**src/rtl/sclk_div_pkg.sv**
```systemverilog
package sclk_div_pkg;

  // Scheme select encoding, bit 12 of the configuration word
  typedef enum logic {
    SCHEME_POW2 = 1'b0,
    SCHEME_LIN  = 1'b1
  } scheme_e;

  // Width needed to hold the terminal count (half-period minus one)
  function automatic int term_width(input int lin_w, input int exp_w);
    int pow_w;
    pow_w = (1 << exp_w) - 1;
    return (lin_w > pow_w) ? lin_w : pow_w;
  endfunction

endpackage

```
**src/rtl/sclk_div_term.sv**
```systemverilog
// Decodes the configuration fields into a terminal count (half-period - 1).
module sclk_div_term
  import sclk_div_pkg::*;
#(
  parameter int LIN_W = 8,
  parameter int EXP_W = 4,
  parameter int CNT_W = 15
) (
  input  logic             sel_lin_i,
  input  logic [LIN_W-1:0] lin_i,
  input  logic [EXP_W-1:0] exp_i,
  output logic [CNT_W-1:0] term_o
);

  logic [CNT_W-1:0] lin_term;
  logic [CNT_W-1:0] pow_term;

  assign lin_term = CNT_W'(lin_i);

  // 2^M - 1 is a thermometer code: bit g is set when g < M
  for (genvar g = 0; g < CNT_W; g++) begin : g_thermo
    assign pow_term[g] = (32'(exp_i) > g);
  end

  always_comb begin
    if (scheme_e'(sel_lin_i) == SCHEME_LIN) term_o = lin_term;
    else                                    term_o = pow_term;
  end

endmodule

```
**src/rtl/sclk_div_hold.sv**
```systemverilog
// Holds the active terminal count; reloads only while idle or at period end.
module sclk_div_hold #(
  parameter int CNT_W = 15
) (
  input  logic             clk_i,
  input  logic             rst_ni,
  input  logic             en_i,
  input  logic             period_end_i,
  input  logic [CNT_W-1:0] term_new_i,
  output logic [CNT_W-1:0] term_o
);

  logic             load;
  logic [CNT_W-1:0] term_q;

  assign load = !en_i || period_end_i;

  always_ff @(posedge clk_i or negedge rst_ni) begin
    if (!rst_ni)   term_q <= '0;
    else if (load) term_q <= term_new_i;
  end

  assign term_o = term_q;

endmodule

```
**src/rtl/sclk_div_core.sv**
```systemverilog
// Half-period counter, phase toggle and edge strobes.
module sclk_div_core #(
  parameter int CNT_W = 15
) (
  input  logic             clk_i,
  input  logic             rst_ni,
  input  logic             en_i,
  input  logic [CNT_W-1:0] term_i,
  output logic             phase_o,
  output logic             lead_o,
  output logic             trail_o,
  output logic             period_end_o,
  output logic [CNT_W-1:0] cnt_o
);

  logic [CNT_W-1:0] cnt_q, cnt_d;
  logic             phase_q, phase_d;
  logic             lead_q, lead_d;
  logic             trail_q, trail_d;
  logic             at_term;

  assign at_term = (cnt_q == term_i);

  always_comb begin
    cnt_d   = cnt_q + 1'b1;
    phase_d = phase_q;
    lead_d  = 1'b0;
    trail_d = 1'b0;
    if (!en_i) begin
      cnt_d   = '0;
      phase_d = 1'b0;
    end else if (at_term) begin
      cnt_d   = '0;
      phase_d = !phase_q;
      lead_d  = !phase_q;
      trail_d = phase_q;
    end
  end

  always_ff @(posedge clk_i or negedge rst_ni) begin
    if (!rst_ni) begin
      cnt_q   <= '0;
      phase_q <= 1'b0;
      lead_q  <= 1'b0;
      trail_q <= 1'b0;
    end else begin
      cnt_q   <= cnt_d;
      phase_q <= phase_d;
      lead_q  <= lead_d;
      trail_q <= trail_d;
    end
  end

  assign period_end_o = en_i && at_term && phase_q;
  assign phase_o      = phase_q;
  assign lead_o       = lead_q;
  assign trail_o      = trail_q;
  assign cnt_o        = cnt_q;

  assert_one_cycle_lead_R5: assert property (@(posedge clk_i) disable iff (!rst_ni)
    lead_q |=> !lead_q);

  assert_one_cycle_trail_R5: assert property (@(posedge clk_i) disable iff (!rst_ni)
    trail_q |=> !trail_q);

endmodule

```
**src/rtl/sclk_dual_div.sv**
```systemverilog
module sclk_dual_div
  import sclk_div_pkg::*;
#(
  parameter int LIN_W = 8,
  parameter int EXP_W = 4,
  localparam int CFG_W = LIN_W + EXP_W + 1
) (
  input  logic             clk_i,
  input  logic             rst_ni,
  input  logic             en_i,
  input  logic             idle_lvl_i,
  input  logic [CFG_W-1:0] div_cfg_i,
  output logic             sclk_o,
  output logic             lead_o,
  output logic             trail_o
);

  localparam int CNT_W = term_width(LIN_W, EXP_W);
  localparam int SEL_B = LIN_W + EXP_W;

  // Reset: asserted asynchronously, released on the clock
  logic [1:0] rst_sync_q;
  logic       rst_n;

  always_ff @(posedge clk_i or negedge rst_ni) begin
    if (!rst_ni) rst_sync_q <= 2'b00;
    else         rst_sync_q <= {rst_sync_q[0], 1'b1};
  end
  assign rst_n = rst_sync_q[1];

  logic [CNT_W-1:0] term_new, term_act, cnt;
  logic             phase, period_end;

  sclk_div_term #(
    .LIN_W (LIN_W),
    .EXP_W (EXP_W),
    .CNT_W (CNT_W)
  ) term_i (
    .sel_lin_i (div_cfg_i[SEL_B]),
    .lin_i     (div_cfg_i[LIN_W-1:0]),
    .exp_i     (div_cfg_i[SEL_B-1:LIN_W]),
    .term_o    (term_new)
  );

  sclk_div_hold #(
    .CNT_W (CNT_W)
  ) hold_i (
    .clk_i        (clk_i),
    .rst_ni       (rst_n),
    .en_i         (en_i),
    .period_end_i (period_end),
    .term_new_i   (term_new),
    .term_o       (term_act)
  );

  sclk_div_core #(
    .CNT_W (CNT_W)
  ) core_i (
    .clk_i        (clk_i),
    .rst_ni       (rst_n),
    .en_i         (en_i),
    .term_i       (term_act),
    .phase_o      (phase),
    .lead_o       (lead_o),
    .trail_o      (trail_o),
    .period_end_o (period_end),
    .cnt_o        (cnt)
  );

  assign sclk_o = idle_lvl_i ^ phase;

  // Counter never passes the terminal value held in the other block
  assert_cnt_in_range_R1: assert property (@(posedge clk_i) disable iff (!rst_n)
    cnt <= term_act);

  assert_idle_when_off_R4: assert property (@(posedge clk_i) disable iff (!rst_n)
    !en_i |=> (sclk_o == idle_lvl_i) && !lead_o && !trail_o);

  assert_strobe_excl_R5: assert property (@(posedge clk_i) disable iff (!rst_n)
    !(lead_o && trail_o));

  assert_lead_level_R7: assert property (@(posedge clk_i) disable iff (!rst_n)
    lead_o |-> (sclk_o != idle_lvl_i));

  assert_trail_level_R7: assert property (@(posedge clk_i) disable iff (!rst_n)
    trail_o |-> (sclk_o == idle_lvl_i));

  // Active divisor only moves at a period boundary or while stopped
  assert_term_hold_R6: assert property (@(posedge clk_i) disable iff (!rst_n)
    !$stable(term_act) |-> (trail_o || !$past(en_i)));

endmodule

```
**config.mk**
```make
export PLATFORM = sky130hd
export DESIGN_NAME = sclk_dual_div
export DESIGN_NICKNAME = d
export VERILOG_FILES = /design/src/rtl/sclk_div_pkg.sv /design/src/rtl/sclk_div_term.sv /design/src/rtl/sclk_div_hold.sv /design/src/rtl/sclk_div_core.sv /design/src/rtl/sclk_dual_div.sv
export SDC_FILE = /design/constraint.sdc
export NUM_CORES = 1
export LEC_CHECK = 0
export BUFFER_PORTS_ARGS = -buffer_cell sky130_fd_sc_hd__buf_2
export CAP_MARGIN = 20
export CORE_MARGIN = 10
export CORE_UTILIZATION = 58
export DETAILED_ROUTE_END_ITERATION = 10
export PLACE_DENSITY_LB_ADDON = 0.08
export SLEW_MARGIN = 20
export SYNTH_ARGS = -nofsm -noshare
export SYNTH_HDL_FRONTEND = slang
export SYNTH_HIERARCHICAL = 1
export SYNTH_SLANG_ARGS = --single-unit
```
**constraint.sdc**
```tcl
create_clock -name clk_i -period 1.5 [get_ports clk_i]
set_clock_uncertainty 0.05 [all_clocks]
set_input_delay 0.15 -clock clk_i [delete_from_list [all_inputs] [get_ports clk_i]]
set_output_delay 0.15 -clock clk_i [all_outputs]
set_load 0.02 [all_outputs]
```
Yosys cells after proc, flatten, opt, wreduce, memory -nomap -nowiden --
Index checks and enable logic that the tools add are counted.
Operators by class: equal/unequal tests 2, reduce and logical (&&, ||, !) cells 5, shift-type cells 0, div/mod/pow operators 0, magnitude comparators 15, bitwise logic cells 1, muxes and demuxes 9, add/sub/neg operators 1, multipliers 0
Operators with widths (count):
- 15-bit two-way mux | 3
- 4-bit > comparator, second input constant | 7
- 4-bit by 3-bit > comparator with 1-bit output, second input constant | 4
- 15-bit by 1-bit adder with 15-bit output, second input constant | 1
- 15-bit equality test | 1
- 4-bit by 1-bit > comparator with 1-bit output, second input constant | 2
- 4-bit by 2-bit > comparator with 1-bit output, second input constant | 2
- 1-bit two-way mux | 6
- 1-bit logical AND | 2
- 1-bit zero test | 2
- 2-bit by 1-bit inequality test with 1-bit output, second input constant | 1
- 1-bit logical OR | 1
- 1-bit XOR | 1
Word-level totals: memory bits (writable) 0, word-level logic and storage cells 39, memory bits (read-only) 0, memories 0, bits in latches 0, output and inout port bits 3, register bits 35, bits of input ports 17

Longest topological paths before layout --
depth in word-level cells 4, depth in mapped cells 9, gate-level depth less buffers 7

Modules after synthesis --
Netlist, hierarchy kept.
By module, submodules not included:
- sclk_div_core | cells an instance 95, area each 983.4 um2, seq. area each 450.4 um2, instances 1
- sclk_div_hold | cells an instance 33, area each 626.9 um2, seq. area each 375.4 um2, instances 1
- sclk_div_term | cells an instance 40, area each 196.4 um2, seq. area each 0.0 um2, instances 1
- sclk_dual_div | cells an instance 4, area each 62.6 um2, seq. area each 50.0 um2, instances 1

Least setup slack after synthesis --
Ideal clock, no wire load.
kind register to register, start register core_i.cnt_q[8], in the netlist core_i/cnt_o[8], end register hold_i.term_q[10], in the netlist hold_i/term_o[10], clock period less this slack 2.228 ns, cell stages (with the launch flop) 10, arrival time 2.053 ns, slack -0.728 ns, library setup time 0.125 ns, required time 1.325 ns, path buffers 2, cell sequence dfrtp_1 -> xor2_1 -> nor4_2 -> nand4_2 -> nor3_2 -> and3_1 -> nand2b_4 -> buf_6 -> buf_12 -> mux2_4
Between the ends: word-level cells in the longest chain between the ends 4
Ends and longest elaborated chain:
- start, declared | line sclk_div_core.sv:16 | logic [CNT_W-1:0] cnt_q, cnt_d;
- start signal, assigned | line sclk_div_core.sv:47 | cnt_q <= cnt_d;
- 15-bit equality test | line sclk_div_core.sv:22 | assign at_term = (cnt_q == term_i);
- 1-bit logical AND (2 in a row) | line sclk_div_core.sv:54 | assign period_end_o = en_i && at_term && phase_q;
- named net period_end | line sclk_dual_div.sv:32 | logic phase, period_end;
- 1-bit logical OR | line sclk_div_hold.sv:16 | assign load = !en_i || period_end_i;
- end signal, assigned | line sclk_div_hold.sv:20 | else if (load) term_q <= term_new_i;
- end, declared | line sclk_div_hold.sv:14 | logic [CNT_W-1:0] term_q;
The timed path passes the listed nets, and every way through them passes these cells. A chain may end at the register's enable or synchronous reset.

Final worst setup path --
start register core_i.cnt_q[13], in the netlist core_i/cnt_o[13], end register hold_i.term_q[13], in the netlist hold_i/term_o[13]
Same word-level chain as after synthesis.

==> qor.yml <==
sta:
  slew_viol_final: 0
  worst_slack_ps: -647
  rsz0062_at_grt: "yes"
  period_needed_ps: 2150
  max_freq_ghz: 0.466
  fin_crit_sh: 1.43
  fin_hold_ws_ps: 57.6
  hold_violations: 0
  setup_viol: 33
worst_setup_path:
  crit_buf_inv: 0
  cp.required_ps: 1690
  path_cells: "xor2_1 > nor4_2 > nand4_2 > nor3_2 > and3_4 > nand2b_4 > mux2_2"
  criticalPathCategory: "flip-flop to flip-flop"
  end_kind: "flip-flop"
  path_delay_family: "simple AND/OR/NAND/NOR gates"
  cp-start-kind: "flip-flop"
  cp_slowest_cell: "dfrtp_1"
  cp_max_fo: 8
  worstPathArrival_ps: 2330
  max_stage_delay_ps: 400
pwr:
  finalPower_mw: 1.85
  powerDensity_nw_per_um2: 773
  peakVddDrop_mv: 0.700
  power_leakage_nw: 1.16
final_layout:
  final_nets: 252
  final_util: 0.777
  layout.cells.non_filler: 279
  n_antenna_cell: 0
  layout-drive-gt1-share: 0.374
  syn_to_final_growth_pct: 27.9
  nFillCells: 229
min_path:
  holdCritPathClass: "input pin to async pin"
clock_network:
  clk_latency_ps: 340
  cts.sinks: 35
  clockBufferDepth: 2
  cts.htree.levels: 2
  cts_tree: "yes"
  clkTransAtPathRegs_ps: 100
  numCtsBuffers: 5
  clock-root-buffer: "clkbuf_4"
routing:
  detail_route.wirelength_um: 4170
  avgRoutedWirePerCell_um: 14.9
  drt_pass1_iterations: 5
  drc_errors: 0
  viasPerCell: 5.20
  ant_nets: 0
  vias: 1450
  drt_iter0_markers: 65
global_routing:
  grt_max_degree: 34
  antenna_found_initial: 0
  grt_pass1_vias: 1537
  grt_overflow: 0
  grt_pass1_wl_um: 7090
  track_usage: 0.147
yosys:
  ys_top_cells_by_area: "dfrtp_1 (47%), mux2_4 (8.0%), xnor2_1 (8.0%)"
  synth-edff-count: 0
  yosys.area.top_type_share: 0.469
  syn-cell-area_um2: 1870
  synthArstFlopShare: 1.00
  syn_inst: 172
  synth.distinct_cells: 33
  ys_seq_elements: 35
  syn_nets: 190
  ys_seq_area_frac: 0.469
  synth_warnings: 6
  synth_top_area_cell: "dfrtp_1"
  synthFlopType: "dfrtp_1"
  syn_avg_cell_area_um2: 10.9
run:
  maxCapViolCount: 0
floorplan:
  placeableCoreArea_um2: 3080
  fp.dieW_um: 76.8
  io_pins: 20
  start_util: 0.607
  rows: 20
  die-height_um: 76.8
  die_area_um2: 5890
place:
  place_inst: 262
  place_congestion: 0.841
  port_buffers: 19
  place_hpwl_um: 2940
run_status:
  status: "complete, but fails checks"
  violations: "setup timing"
## worst reg2reg max path, cell delays in order, from the launching register on
cell and delay, ps:
dfrtp_1 400, xor2_1 170, nor4_2 310, nand4_2 140
nor3_2 180, and3_4 230, nand2b_4 210, mux2_2 350
## final timing paths
path	from	end	slack (ps)	cells after the start
min reg2reg	rst_sync_q[1]	core_i/cnt_o[11]	220	1
max reg2reg	core_i/cnt_o[13]	hold_i/term_o[13]	-650	7
min in group clk_i	en_i	core_i/phase_o	100	3
max in group asynchronous	rst_sync_q[1]	core_i/cnt_o[6]	870	1
max	core_i/cnt_o[13]	hold_i/term_o[13]	-650	7
min	rst_ni	rst_sync_q[1]	60	2
## cells by family after synthesis
group,count (synthesis),share of synthesized area
AO/OA/AOI/OAI,10,0.0375
XOR/XNOR,29,0.136
adder cells (fa/ha/maj),1,0.00669
buffers and inverters,11,0.0388
flip-flops,35,0.469
multiplexers,17,0.122
other,1,0.00201
AND/OR/NAND/NOR,68,0.189
## sequential cells by signal, summed over array words and instances (netlist names)
| signal | flops |
|---|---|
| rst_sync_q | 2 |
| core_i/phase_o | 1 |
| hold_i/term_o | 15 |
| core_i/lead_o | 1 |
| core_i/cnt_o | 15 |
| core_i/trail_o | 1 |
## cells in the final DEF, fill, tap and decap left out, types with 2 or more instances in the layout
cell	instances
nand3_1	5
nand2_1	12
nand2b_4	2
nand4_1	2
buf_4	38
nor2_1	26
xor2_1	12
nor3_1	4
mux2_2	4
buf_2	18
mux2_4	12
a21oi_1	7
clkbuf_1	2
and3_1	3
nor2b_1	3
dfrtp_1	35
nand2b_1	2
clkbuf_4	5
inv_1	5
xnor2_1	17
and4_1	2
## cell type report
cell class	count	area, µm²	share of cell area
Clock inverter	1	5.00	0.00209
Sequential cell	35	876	0.366
Multi-Input combinational cell	127	947	0.396
Timing Repair Buffer	60	444	0.186
Tap cell	44	55.1	0.0230
Inverter	5	18.8	0.00785
Clock buffer	7	45.0	0.0188
## repair_timing
item,in CTS,in global routing
pin swaps,4,0
setup endpoints to repair,33,34
resized for setup,9,2
hold buffers,1,0
cloned,2,0
setup buffers,8,4
endpoints found under the hold margin,2,0
## cell usage after synthesis (3+ instances only)
cell       n
nand3_1    5
nand2_1   12
mux2_2     6
clkbuf_1   3
dfrtp_1   35
and3_1     4
nor2_1    26
inv_1      5
xor2_1    12
nor2b_1    3
mux2_4    10
xnor2_1   17
nor3_1     4
a21oi_1    7
## routing by layer
layer,track usage,vias up,wire length (µm)
met4,0.0669,0,109
li1,-,699,-
met5,0,-,0
met1,0.171,699,1770
met2,0.242,37,2070
met3,0.0431,15,208
## where the power goes
| part | switching [mW] | total (mW) | leakage (nW) | internal (mW) |
|---|---|---|---|---|
| combinational | 0.148 | 0.334 | 0.671 | 0.186 |
| clock | 0.304 | 0.487 | 0.0293 | 0.182 |
| sequential | 0.0374 | 1.03 | 0.455 | 0.989 |
| total | 0.490 | 1.85 | 1.16 | 1.36 |
## through the flow
stage                     cell area [µm²]  worst slack, ps  TNS (ps)
after floorplan                      1870             -719    -12360
after global placement               2230             -600    -12280
after detailed placement             2230             -701    -14860
after CTS                            2410             -603    -16020
after global routing                 2390             -804    -22710
final                                2390             -647    -18140
No activity file was read; power rests on OpenSTA's default activity.
